===== src/rtl/cpx_mbox_pkg.sv =====
package cpx_mbox_pkg;
  localparam int WORD_W    = 32;
  localparam int VALID_BIT = 0;
  localparam int ID_LSB    = 8;
  localparam int ID_W      = 5;
  // reserved-zero fields of a command: bits 7:1 and 17:13
  localparam logic [WORD_W-1:0] RSVD_MASK =
    ((WORD_W'(1) << 8) - WORD_W'(2)) | (((WORD_W'(1) << 18) - 1) & ~((WORD_W'(1) << 13) - 1));

  typedef struct packed {
    logic outLoad;
    logic outClear;
    logic inLoad;
    logic inClear;
    logic addrLatch;
    logic base256Load;
    logic base128Load;
  } mboxStrobes_t;
endpackage


===== src/rtl/cpx_mbox_ctrl.sv =====
module cpx_mbox_ctrl
  import cpx_mbox_pkg::*;
#(
  parameter int ADDR_W = 8,
  parameter logic [ADDR_W-1:0] OUT_OFS = 8'h10,
  parameter logic [ADDR_W-1:0] IN_OFS = 8'h00,
  parameter logic [ID_W-1:0] BUF256_ID = 5'h00,
  parameter logic [ID_W-1:0] BUF128_ID = 5'h09
) (
  input  logic              clk,
  input  logic              rst,
  input  logic              hostWrEn,
  input  logic [ADDR_W-1:0] hostAddr,
  input  logic [WORD_W-1:0] hostWrData,
  input  logic              cpOutReady,
  input  logic              cpInPush,
  input  logic              echoMatch,
  output mboxStrobes_t      strobes,
  output logic              outFull,
  output logic              inFull,
  output logic              errOverrun,
  output logic              errMismatch,
  output logic              errMalformed
);
  logic wrOut, wrIn, isCmd, rsvdBad, outAccept, pop, pushAcc, ackOk, ackBad;
  logic addrPend;
  logic [ID_W-1:0] cmdId;

  always_comb begin
    wrOut     = hostWrEn && (hostAddr == OUT_OFS);
    wrIn      = hostWrEn && (hostAddr == IN_OFS);
    isCmd     = hostWrData[VALID_BIT];
    cmdId     = hostWrData[ID_LSB +: ID_W];
    rsvdBad   = |(hostWrData & RSVD_MASK);
    outAccept = wrOut && !outFull;
    pop       = outFull && cpOutReady;
    pushAcc   = cpInPush && !inFull;
    ackOk     = wrIn && inFull && echoMatch;
    ackBad    = wrIn && inFull && !echoMatch;
  end

  always_comb begin
    strobes             = '0;
    strobes.outLoad     = outAccept;
    strobes.outClear    = pop;
    strobes.inLoad      = pushAcc;
    strobes.inClear     = ackOk;
    strobes.addrLatch   = outAccept && !isCmd;
    strobes.base256Load = outAccept && isCmd && addrPend && (cmdId == BUF256_ID);
    strobes.base128Load = outAccept && isCmd && addrPend && (cmdId == BUF128_ID);
  end

  always_ff @(posedge clk) begin
    if (rst) begin
      outFull      <= 1'b0;
      inFull       <= 1'b0;
      addrPend     <= 1'b0;
      errOverrun   <= 1'b0;
      errMismatch  <= 1'b0;
      errMalformed <= 1'b0;
    end else begin
      if (outAccept)   outFull <= 1'b1;
      else if (pop)    outFull <= 1'b0;
      if (pushAcc)     inFull <= 1'b1;
      else if (ackOk)  inFull <= 1'b0;
      if (outAccept)   addrPend <= !isCmd;
      if (wrOut && outFull) errOverrun <= 1'b1;
      if (ackBad)      errMismatch <= 1'b1;
      if (outAccept && isCmd && rsvdBad) errMalformed <= 1'b1;
    end
  end

  a_r4_overrun_flag: assert property (@(posedge clk) disable iff (rst)
    (wrOut && outFull) |=> errOverrun);
  a_r4_overrun_sticky: assert property (@(posedge clk) disable iff (rst)
    errOverrun |=> errOverrun);
  a_r3_pop_empties: assert property (@(posedge clk) disable iff (rst)
    (outFull && cpOutReady) |=> !outFull);
  a_r8_mismatch_keeps_full: assert property (@(posedge clk) disable iff (rst)
    ackBad |=> (inFull && errMismatch));
  a_r6_full_push_keeps_full: assert property (@(posedge clk) disable iff (rst)
    (inFull && cpInPush && !wrIn) |=> inFull);
  a_r9_malformed_flag: assert property (@(posedge clk) disable iff (rst)
    (outAccept && isCmd && rsvdBad) |=> errMalformed);
  a_r12_single_base: assert property (@(posedge clk) disable iff (rst)
    $countones({strobes.base256Load, strobes.base128Load, strobes.addrLatch}) <= 1);
endmodule


===== src/rtl/cpx_mbox_dp.sv =====
module cpx_mbox_dp
  import cpx_mbox_pkg::*;
#(
  parameter int ADDR_W = 8,
  parameter logic [ADDR_W-1:0] OUT_OFS = 8'h10,
  parameter logic [ADDR_W-1:0] IN_OFS = 8'h00
) (
  input  logic              clk,
  input  logic              rst,
  input  mboxStrobes_t      strobes,
  input  logic [ADDR_W-1:0] hostAddr,
  input  logic [WORD_W-1:0] hostWrData,
  input  logic [WORD_W-1:0] cpInData,
  input  logic              outFull,
  input  logic              inFull,
  output logic [WORD_W-1:0] outWord,
  output logic [WORD_W-1:0] hostRdData,
  output logic              echoMatch,
  output logic [WORD_W-1:0] bufBase256,
  output logic [WORD_W-1:0] bufBase128
);
  logic [WORD_W-1:0] inWord, addrHold;

  always_ff @(posedge clk) begin
    if (rst) begin
      outWord    <= '0;
      inWord     <= '0;
      addrHold   <= '0;
      bufBase256 <= '0;
      bufBase128 <= '0;
    end else begin
      if (strobes.outLoad)     outWord    <= hostWrData;
      if (strobes.inLoad)      inWord     <= cpInData;
      if (strobes.addrLatch)   addrHold   <= hostWrData;
      if (strobes.base256Load) bufBase256 <= addrHold;
      if (strobes.base128Load) bufBase128 <= addrHold;
    end
  end

  always_comb begin
    echoMatch = (hostWrData == inWord);
    if (hostAddr == OUT_OFS)     hostRdData = outFull ? outWord : '0;
    else if (hostAddr == IN_OFS) hostRdData = inFull ? inWord : '0;
    else                         hostRdData = '0;
  end

  a_r4_out_word_held: assert property (@(posedge clk) disable iff (rst)
    (outFull && !strobes.outLoad) |=> $stable(outWord));
  a_r5_in_capture: assert property (@(posedge clk) disable iff (rst)
    strobes.inLoad |=> (inWord == $past(cpInData)));
  a_r6_in_word_held: assert property (@(posedge clk) disable iff (rst)
    inFull |=> $stable(inWord));
  a_r10_base256_source: assert property (@(posedge clk) disable iff (rst)
    strobes.base256Load |=> (bufBase256 == $past(addrHold)));
  a_r11_base128_source: assert property (@(posedge clk) disable iff (rst)
    strobes.base128Load |=> (bufBase128 == $past(addrHold)));
endmodule


===== src/rtl/cpx_mailbox.sv =====
module cpx_mailbox
  import cpx_mbox_pkg::*;
#(
  parameter int ADDR_W = 8,
  parameter logic [ADDR_W-1:0] OUT_OFS = 8'h10,
  parameter logic [ADDR_W-1:0] IN_OFS = 8'h00,
  parameter logic [ID_W-1:0] BUF256_ID = 5'h00,
  parameter logic [ID_W-1:0] BUF128_ID = 5'h09
) (
  input  logic              clk,
  input  logic              rst,
  input  logic              hostWrEn,
  input  logic [ADDR_W-1:0] hostAddr,
  input  logic [WORD_W-1:0] hostWrData,
  output logic [WORD_W-1:0] hostRdData,
  output logic              hostIrq,
  output logic              cpOutValid,
  input  logic              cpOutReady,
  output logic [WORD_W-1:0] cpOutData,
  input  logic              cpInPush,
  input  logic [WORD_W-1:0] cpInData,
  output logic              cpInReady,
  output logic [WORD_W-1:0] bufBase256,
  output logic [WORD_W-1:0] bufBase128,
  output logic              errOverrun,
  output logic              errMismatch,
  output logic              errMalformed
);
  mboxStrobes_t strobes;
  logic outFull, inFull, echoMatch;

  cpx_mbox_ctrl #(.ADDR_W(ADDR_W), .OUT_OFS(OUT_OFS), .IN_OFS(IN_OFS),
                  .BUF256_ID(BUF256_ID), .BUF128_ID(BUF128_ID)) u_ctrl (
    .clk(clk), .rst(rst), .hostWrEn(hostWrEn), .hostAddr(hostAddr),
    .hostWrData(hostWrData), .cpOutReady(cpOutReady), .cpInPush(cpInPush),
    .echoMatch(echoMatch), .strobes(strobes), .outFull(outFull), .inFull(inFull),
    .errOverrun(errOverrun), .errMismatch(errMismatch), .errMalformed(errMalformed)
  );

  cpx_mbox_dp #(.ADDR_W(ADDR_W), .OUT_OFS(OUT_OFS), .IN_OFS(IN_OFS)) u_dp (
    .clk(clk), .rst(rst), .strobes(strobes), .hostAddr(hostAddr),
    .hostWrData(hostWrData), .cpInData(cpInData), .outFull(outFull), .inFull(inFull),
    .outWord(cpOutData), .hostRdData(hostRdData), .echoMatch(echoMatch),
    .bufBase256(bufBase256), .bufBase128(bufBase128)
  );

  assign cpOutValid = outFull;
  assign cpInReady  = !inFull;
  assign hostIrq    = inFull;

  a_r5_irq_tracks_ready: assert property (@(posedge clk) disable iff (rst)
    hostIrq != cpInReady);
endmodule


===== config.mk =====
export PLATFORM = sky130hd
export DESIGN_NAME = cpx_mailbox
export DESIGN_NICKNAME = d
export VERILOG_FILES = /design/src/rtl/cpx_mbox_pkg.sv /design/src/rtl/cpx_mbox_ctrl.sv /design/src/rtl/cpx_mbox_dp.sv /design/src/rtl/cpx_mailbox.sv
export SDC_FILE = /design/constraint.sdc
export NUM_CORES = 1
export LEC_CHECK = 0
export ABC_AREA = 0
export ABC_CLOCK_PERIOD_IN_PS = 2920
export BUFFER_PORTS_ARGS = -buffer_cell sky130_fd_sc_hd__buf_2
export CORE_MARGIN = 2
export CORE_UTILIZATION = 45
export DETAILED_ROUTE_END_ITERATION = 7
export PLACE_DENSITY = 0.75
export SLEW_MARGIN = 15
export SYNTH_ARGS = -nofsm -noshare
export SYNTH_HDL_FRONTEND = slang
export SYNTH_SLANG_ARGS = --single-unit

===== constraint.sdc =====
create_clock -name clk -period 2.92 [get_ports clk]
set_input_delay 0.438 -clock clk [delete_from_list [all_inputs] [get_ports clk]]
set_output_delay 0.438 -clock clk [all_outputs]
set_load 0.005 [all_outputs]

==> metrics, run 1 <==
crit path DAT 2.01 ns; critical path's largest stage delay 0.45 ns; first-pass GRT wire length between 20 and 30 mm; clk slew on worst S/H paths 0.07 ns; largest net degree at the start of global routing around 140; area grow syn2layout 27.2%; Worst Setup Start Kind input port; static leakage 3.42 nW; htree depth 4; most used cell, CP buf_2; Filler cells 1,328; Final Setup Violations 0; Post-Route WL just under 20 mm; RSZ-0062 raised after global routing no; via count 6,236; Synth area leader dfxtp_1; Max transition margin 57.4%; yosys warns 0; Core Area 13,900 µm²; sequential area share after synthesis 51.7%; DRT Pass-1 Iters 5; ys async rst share 0%; total power per unit cell area 574 nW/µm²; Tmin final 2.45 ns; mapped cell area 6430 µm²; Fmax 0.408 GHz; Slew @ Worst Pin 0.638 ns; TNS Setup 0 ns; clock sinks roughly 170; synthesized netlist cell count 818; footprint of the multi-input gates 2880 µm²; CTS buffer count 17; Hold Path Class input port to register; Die Footprint between 15,000 and 20,000 µm²; Die Y roughly 120 µm; starting density of the core a little under half; family with the most delay on the worst path simple AND/OR/NAND/NOR gates; post-synthesis net count between 800 and 900; CP max FO 19; Starting DRT DRC Count 484; Max IR drop VDD 401 µV; HPWL Detailed 13.5 mm; vias in the first global route 5,626; Max Buffers Root-to-Sink 2; gr usage total 25.8%; top cells by area, synth dfxtp_1, nand2_1, a21oi_1; CP max stage cell nor4_2; initial antenna violation count 0; nets 1,080; setup repair bufs after CTS 0; commonest cells after routing, fill and taps aside nand2_1, buf_2, dfxtp_1; utilization after layout 58.7%; commonest non-fill, non-tap cell in the layout nand2_1; flops & latches, synth ~170; Cells after DPL 1,164; Routed Antenna Nets 0; Crit. End Element primary output; Primary FF master, synth dfxtp_1; syn_area_per_cell 7.86 µm²; Ports 211; worst path cell trace buf_2, nor4_2, nand2_1, nor3_4, buf_4, a22o_1, buf_2; DR vias/cell roughly 5.2; # diodes 0; GRT Residual Overflow 0; CTS tree done; share of the synthesized area in the top cell type 51.7%; FP Rows 43; final hold viol count 0; GPL Wtd Cong 0.858; CTS resizes 0; WP data required 2.48 ns; Residual DRC 0; FF+latch area between 3000 and 4000 µm²; Post-synth EDFFs 0; hold_buf cts 0; Max Slew Vio Count 0; Place WS between 0.4 and 0.5 ns; Setup Crit Path Kind input port to primary output; CTS root buffer clkbuf_16; Worst Setup Slack, final around 0.47 ns; Max Clock Skew slightly above 0.006 ns; status completed; CP bufs+invs 3; count of cell types in the netlist 28; Port Buffer Count 210; drt wl/cell 16.4 µm; Non-Filler Instances 1,196; Skew-Pair Late Insertion Delay 0.43 ns; fin crit share a little over four fifths; layout cell share with drive strength beyond 1 26.1%; DIE WIDTH 124 µm; Max-Cap Viols 0
## worst min-delay path, stage by stage
cell	delay, ns
buf_2	0.10
nand2_1	0.04
a21oi_1	0.05
## cells by family (layout without fill, tap and decap cells)
kind of cell | Yosys count | in the layout | synth area share (%)
and+or+nand+nor | 362 | 362 | 22.7
xor gates and xnor gates | 32 | 32 | 4.36
AOI/OAI and AO/OA | 197 | 197 | 17.3
DFF | 166 | 166 | 51.7
buffers and inverters | 61 | 259 | 3.99
## cell usage after synthesis (all sizes together) (3+ instances only)
library cell and number:
a22o 32, nand2 322, a21oi 162, nor3 3
nand4 3, nor4 12, xor2 32, nor2 9
buf 23, dfxtp 166, clkbuf 36
## metal layers
layer	up-vias	routed length (µm)	GRT usage, %
li1	3089	-	-
met1	2885	8750	35.1
met3	46	1210	5.63
met2	216	9030	38.6
met5	-	0	0
met4	0	678	12.4
## path summary, 6_finish.rpt
| path | endpoint | from | slack [ns] | depth (start not counted) |
|---|---|---|---|---|
| worst max register to register | u_dp.bufBase128[15] | u_ctrl.outFull | 1.05 | 5 |
| worst min-delay path | u_dp.inWord[3] | cpInData[3] | 0.24 | 3 |
| worst min register to register | u_dp.bufBase256[9] | u_dp.bufBase256[9] | 0.44 | 2 |
| worst max-delay path | hostRdData[21] | hostAddr[1] | 0.47 | 7 |
## state kept, by name, summed over array words and instances, names as in the netlist, 32 cells and up
name	count
u_dp.outWord	32
u_dp.bufBase256	32
u_dp.addrHold	32
u_dp.inWord	32
u_dp.bufBase128	32
## where the power goes
group	switching, mW	internal, mW
logic	0.155	0.0855
clock network	0.932	1.20
registers	0.0288	2.29
## area by class of cell
cell class,instances,area share [%]
clock buffer,19,5.42
clock inverter,13,1.55
inverter,2,0.0918
multi-input combinational,591,35.2
sequential,166,40.6
tap,180,2.75
timing repair buffer,225,14.4
## stage by stage
stage          power [mW]  area (µm²)  hold WS (ns)
6_report             4.69        8180         0.242
5_1_grt              4.85        8180         0.238
4_1_cts              4.74        8180         0.222
3_5_place_dp         2.61        7610         0.442
3_3_place_gp         2.61        7610         0.435
2_1_floorplan        2.47        6430         0.445
No activity file was read; power rests on OpenSTA's default activity.
==> run 2, diff against run 1 <==
ABC_CLOCK_PERIOD_IN_PS = 2500   (was 2920)
clock period = 2.5 ns   (was 2.92 ns; I/O delays follow)
==> run 2 against run 1 <==
- sequential power increased by 17%
- worst setup slack worse by 0.31 ns
- first-iteration DRC count fell by 1.7%
- via count increased by 1.1%
- hold slack got worse by 0.055 ns
- flip-flop and latch count unchanged
- critical path depth did not move
==> metrics, run 2 (synthesis results as in run 1) <==
worst r2r src u_ctrl.addrPend (was u_ctrl.outFull); R2R Path End u_dp.bufBase128[19] (was u_dp.bufBase128[15]); met1 usage 35.8% (was 35.1%); Post-Route WL 20.0 mm (was 19.7 mm); commonest cells after routing, fill and taps aside nand2_1, buf_2, dfxtp_1 (unchanged); GRT Residual Overflow 0 (unchanged); Tmin final between 2 and 2.5 ns; Gate power share 5.0% (was 5.1%); gr usage total 26.0% (was 25.8%); Routed Antenna Nets 0 (unchanged); GPL Wtd Cong 0.836 (was 0.858); Die Y 124 µm (unchanged); crit path DAT 1.97 ns (was 2.01 ns); via count 6,305 (was 6,236); switching pwr 1.28 mW (was 1.12 mW); r2r worst-path depth 5 (unchanged); largest net degree at the start of global routing 71 (was 143); starting density of the core 46.2% (unchanged); initial antenna violation count 2 (was 0); drt wl/cell 16.7 µm (was 16.4 µm); final hold viol count 0 (unchanged); Die Footprint 15,300 µm² (unchanged); Worst Setup Start Kind input port (unchanged); Hold Path Class input port to register (unchanged); Crit. End Element primary output (unchanged); Max Buffers Root-to-Sink 2 (unchanged); Setup Crit Path Kind input port to primary output (unchanged); Skew-Pair Late Insertion Delay 0.42 ns (was 0.43 ns); first-pass GRT wire length 30.2 mm (was 29.8 mm); Pint 4.50 mW (was 3.58 mW); commonest non-fill, non-tap cell in the layout nand2_1 (unchanged); Slew @ Worst Pin 0.662 ns (was 0.638 ns); CTS buffer count 17 (unchanged); sw frac 22.1% (was 23.8%); CTS root buffer clkbuf_16 (unchanged); static leakage 3.48 nW (was 3.42 nW); Port Buffer Count 210 (unchanged); GRT Max-Usage Layer met2 (unchanged); Max Slew Vio Count 0 (unchanged); hold_buf cts 0 (unchanged); RSZ-0062 raised after global routing no (unchanged); DR vias/cell 5.25 (was 5.21); Hold Path Sink u_dp.inWord[0] (was u_dp.inWord[3]); Residual DRC 0 (unchanged); TNS Setup 0 ns (unchanged); clock sinks 166 (unchanged); nets 1,083 (was 1,080); fin crit share 93.7%; Max-Cap Viols 0 (unchanged); htree depth 4 (unchanged); layout cell share with drive strength beyond 1 26.3% (was 26.1%); CTS tree done (unchanged); vias in the first global route 5,620 (was 5,626); Hold Startpoint cpInData[0] (was cpInData[3]); WHS Path Cells 3 (unchanged); area grow syn2layout 28.9% (was 27.2%); total power per unit cell area 697 nW/µm² (was 574 nW/µm²); CTS resizes 0 (unchanged); Ports 211 (unchanged); Reg power frac 46.9% (was 49.4%); CP max FO 15 (was 19); Max IR drop VDD 434 µV (was 401 µV); status completed (unchanged); Worst R2R Setup Slack 0.71 ns (was 1.05 ns); FP Rows 43 (unchanged); Starting DRT DRC Count 476 (was 484); Final Setup Violations 0 (unchanged); Max transition margin 55.9% (was 57.4%); DRT Pass-1 Iters 5 (unchanged); utilization after layout 59.5% (was 58.7%); WP data required 2.12 ns (was 2.48 ns); HPWL Detailed 13.8 mm (was 13.5 mm); GR Util met3 5.49% (was 5.63%); Fmax 0.427 GHz; Global Route met2 Usage 39.6% (was 38.6%); Core Area 13,900 µm² (unchanged); setup repair bufs after CTS 0 (unchanged); clock network power share 48.1% (was 45.5%); clk slew on worst S/H paths 0.07 ns (about the same); Max Clock Skew 0.00637 ns (was 0.00605 ns); DIE WIDTH 124 µm (unchanged)
[run 2: power groups by stage]
stage	clock network, mW	registers [mW]	logic [mW]
global route	2.94	2.71	0.313
floorplan	0	2.76	0.132
global placement	0	2.77	0.284
finish	2.78	2.71	0.289
CTS	2.82	2.71	0.287
detailed placement	0	2.77	0.286
[run 2: area by class of cell]
class                           instances  area [µm²]
Multi-Input combinational cell        591        2880
Clock buffer                           20         457
Inverter                                2        7.51
Sequential cell                       166        3320
Tap cell                              180         225
Clock inverter                         12         176
Antenna cell                            1        2.50
Timing Repair Buffer                  228        1230
Fill cell                            1313        5640
[run 2: metal layers]
metal | share of wire [%] | routed length, µm
met5 | 0.065 | 13
met4 | 2.8 | 558
met3 | 6.5 | 1290
met2 | 46 | 9230
met1 | 44 | 8900
[run 2: per-stage QoR]
stage          area, µm²  hold slack, ns  instances  setup WS, ns  total power, mW
6_report            8290           0.187       1200         0.157             5.78
5_1_grt             8290           0.182       1199        0.0817             5.96
4_1_cts             8290           0.172       1199         0.164             5.81
3_5_place_dp        7660           0.440       1167         0.177             3.05
3_3_place_gp        7660           0.436       1167         0.144             3.05
2_1_floorplan       6430           0.445        818         0.539             2.89
[run 2: how the worst max path moves through the flow]
stage | from | end | slack [ns] | depth (start not counted)
2_1_floorplan | hostAddr[1] | hostRdData[21] | 0.54 | 5
3_3_place_gp | hostAddr[1] | hostRdData[17] | 0.14 | 7
3_5_place_dp | hostAddr[1] | hostRdData[17] | 0.18 | 7
4_1_cts | hostAddr[1] | hostRdData[17] | 0.16 | 7
5_1_grt | hostAddr[1] | hostRdData[23] | 0.08 | 7
6_report | hostAddr[1] | hostRdData[17] | 0.16 | 7
[run 2: critical path, cell delays in order]
cell and delay [ns]:
buf_2 0.10, nor4_2 0.45, nand2_1 0.26, nor2_2 0.18, buf_4 0.26, a22o_1 0.22, buf_2 0.12
==> run 3, diff against run 2 <==
PLACE_DENSITY = unset   (was 0.75)
PLACE_DENSITY_LB_ADDON = 0.05   (was unset)
==> run 3 against run 2 <==
- clock skew up 0.0025 ns
- maximum frequency rose by 2.7%
- final cell count is essentially flat
- combinational power barely moved
- highest routed layer is now met4
- clock power about the same
- die area stayed put
- non-clock buffer count fell by 1
==> metrics, run 3 (synthesis results as in run 1) <==
status completed (unchanged); Max Clock Skew 0.00884 ns (was 0.00637 ns); Max-Cap Viols 0 (unchanged); Max IR drop VDD 429 µV (was 434 µV); Worst Setup Start Kind input port (unchanged); utilization after layout 59.7% (was 59.5%); Placed Area 7690 µm² (was 7660 µm²); initial antenna violation count 1 (was 2); met2 WL 8.76 mm (was 9.23 mm); Die Y 124 µm (unchanged); CP max stage cell nor4_2 (unchanged); Setup Crit Path Kind input port to primary output (unchanged); fin area 8320 µm² (was 8290 µm²); clk slew on worst S/H paths 0.07 ns (about the same); setup repair bufs after CTS 0 (unchanged); post-route worst hold slack 0.183 ns (was 0.187 ns); FP Rows 43 (unchanged); total power per unit cell area 695 nW/µm² (was 697 nW/µm²); Starting DRT DRC Count 510 (was 476); Cells after DPL 1,166 (was 1,167); Skew-Pair Late Insertion Delay 0.42 ns (about the same); WP data required 2.12 ns (about the same); hold_buf cts 0 (unchanged); static leakage 3.49 nW (was 3.48 nW); fin crit share 91.2% (was 93.7%); Post-Route WL 19.7 mm (was 20.0 mm); HPWL Detailed 13.7 mm (was 13.8 mm); DR vias/cell 5.14 (was 5.25); final hold viol count 0 (unchanged); uppermost layer routed met4 (was met5); CTS root buffer clkbuf_16 (unchanged); Residual DRC 0 (unchanged); GRT Residual Overflow 0 (unchanged); first-pass GRT wire length 29.1 mm (was 30.2 mm); Die Footprint 15,300 µm² (unchanged); commonest non-fill, non-tap cell in the layout nand2_1 (unchanged); Hold Path Class input port to register (unchanged); CTS buffer count 17 (unchanged); Max Buffers Root-to-Sink 2 (unchanged); Ports 211 (unchanged); Final Setup Violations 0 (unchanged); drt wl/cell 16.5 µm (was 16.7 µm); area grow syn2layout 29.3% (was 28.9%); Crit. End Element primary output (unchanged); met3 wire length 1.34 mm (was 1.29 mm); critical path's largest stage delay 0.44 ns (was 0.45 ns); layout cell share with drive strength beyond 1 26.3% (about the same); htree depth 4 (unchanged); largest net degree at the start of global routing 47 (was 71); DIE WIDTH 124 µm (unchanged); clock sinks 166 (unchanged); gr usage total 25.1% (was 26.0%); GPL Wtd Cong 0.870 (was 0.836); Core Area 13,900 µm² (unchanged); Fmax 0.438 GHz (was 0.427 GHz); nets 1,082 (was 1,083); worst path cell trace buf_2, nor4_2, nand2_1, nor3_4, buf_12, a22o_1, buf_2 (was buf_2, nor4_2, nand2_1, nor2_2, buf_4, a22o_1, buf_2); RSZ-0062 raised after global routing no (unchanged); most used cell, CP buf_2 (unchanged); Routed Antenna Nets 0 (unchanged); Tmin final 2.28 ns (was 2.34 ns); Max transition margin 55.3% (was 55.9%); CP max FO 34 (was 15); DRT Pass-1 Iters 6 (was 5); Max Slew Vio Count 0 (unchanged); wl on met1 9.20 mm (was 8.90 mm); via count 6,162 (was 6,305); Filler cells 1,381 (was 1,313); TNS Setup 0 ns (unchanged); vias in the first global route 5,245 (was 5,620); commonest cells after routing, fill and taps aside nand2_1, buf_2, dfxtp_1 (unchanged); Slew @ Worst Pin 0.671 ns (was 0.662 ns); crit path DAT 1.91 ns (was 1.97 ns); starting density of the core 46.2% (unchanged); Non-Filler Instances 1,199 (was 1,200); Port Buffer Count 210 (unchanged); Design Power 5.78 mW (about the same); Worst Setup Slack, final 0.219 ns (was 0.157 ns); Place WS 0.218 ns (was 0.177 ns); CTS tree done (unchanged); CTS resizes 0 (unchanged)
==> run 3: layout make-up <==
type	count	area (µm²)	area share, %
Tap cell	180	225	2.71
Timing Repair Buffer	227	1260	15.1
Antenna cell	1	2.50	0.0301
Sequential cell	166	3320	40.0
Inverter	2	7.51	0.0903
Clock buffer	18	439	5.28
Multi-Input combinational cell	591	2880	34.6
Clock inverter	14	189	2.27
==> run 3: path summary, 6_finish.rpt <==
path,depth (start not counted),slack [ns],to,from
setup / recovery,7,0.22,hostRdData[17],hostAddr[1]
hold / removal,3,0.18,u_dp.inWord[6],cpInData[6]
setup reg to reg,5,0.62,u_dp.bufBase128[14],u_ctrl.outFull
hold reg to reg,2,0.45,u_dp.bufBase256[23],u_dp.bufBase256[23]
==> run 3: routing by layer <==
layer  track usage [%]  up-vias
li1                  -     3087
met1              36.1     2813
met4              8.45        0
met3              6.00       31
met5                 0        -
met2              36.6      231
==> run 3: report_power, final <==
group	leakage (nW)	internal [mW]	switching (mW)	total, mW
Sequential	1.34	2.67	0.0369	2.71
Combinational	1.84	0.106	0.184	0.290
Clock	0.306	1.63	1.15	2.78
Total	3.49	4.41	1.37	5.78
==> run 3: worst max-delay path: cells and delay by family <==
family | cells | cell delay (ns)
buffers and inverters | 3 | 0.43
and+or+nand+nor | 3 | 0.91
AOI/OAI and AO/OA | 1 | 0.16
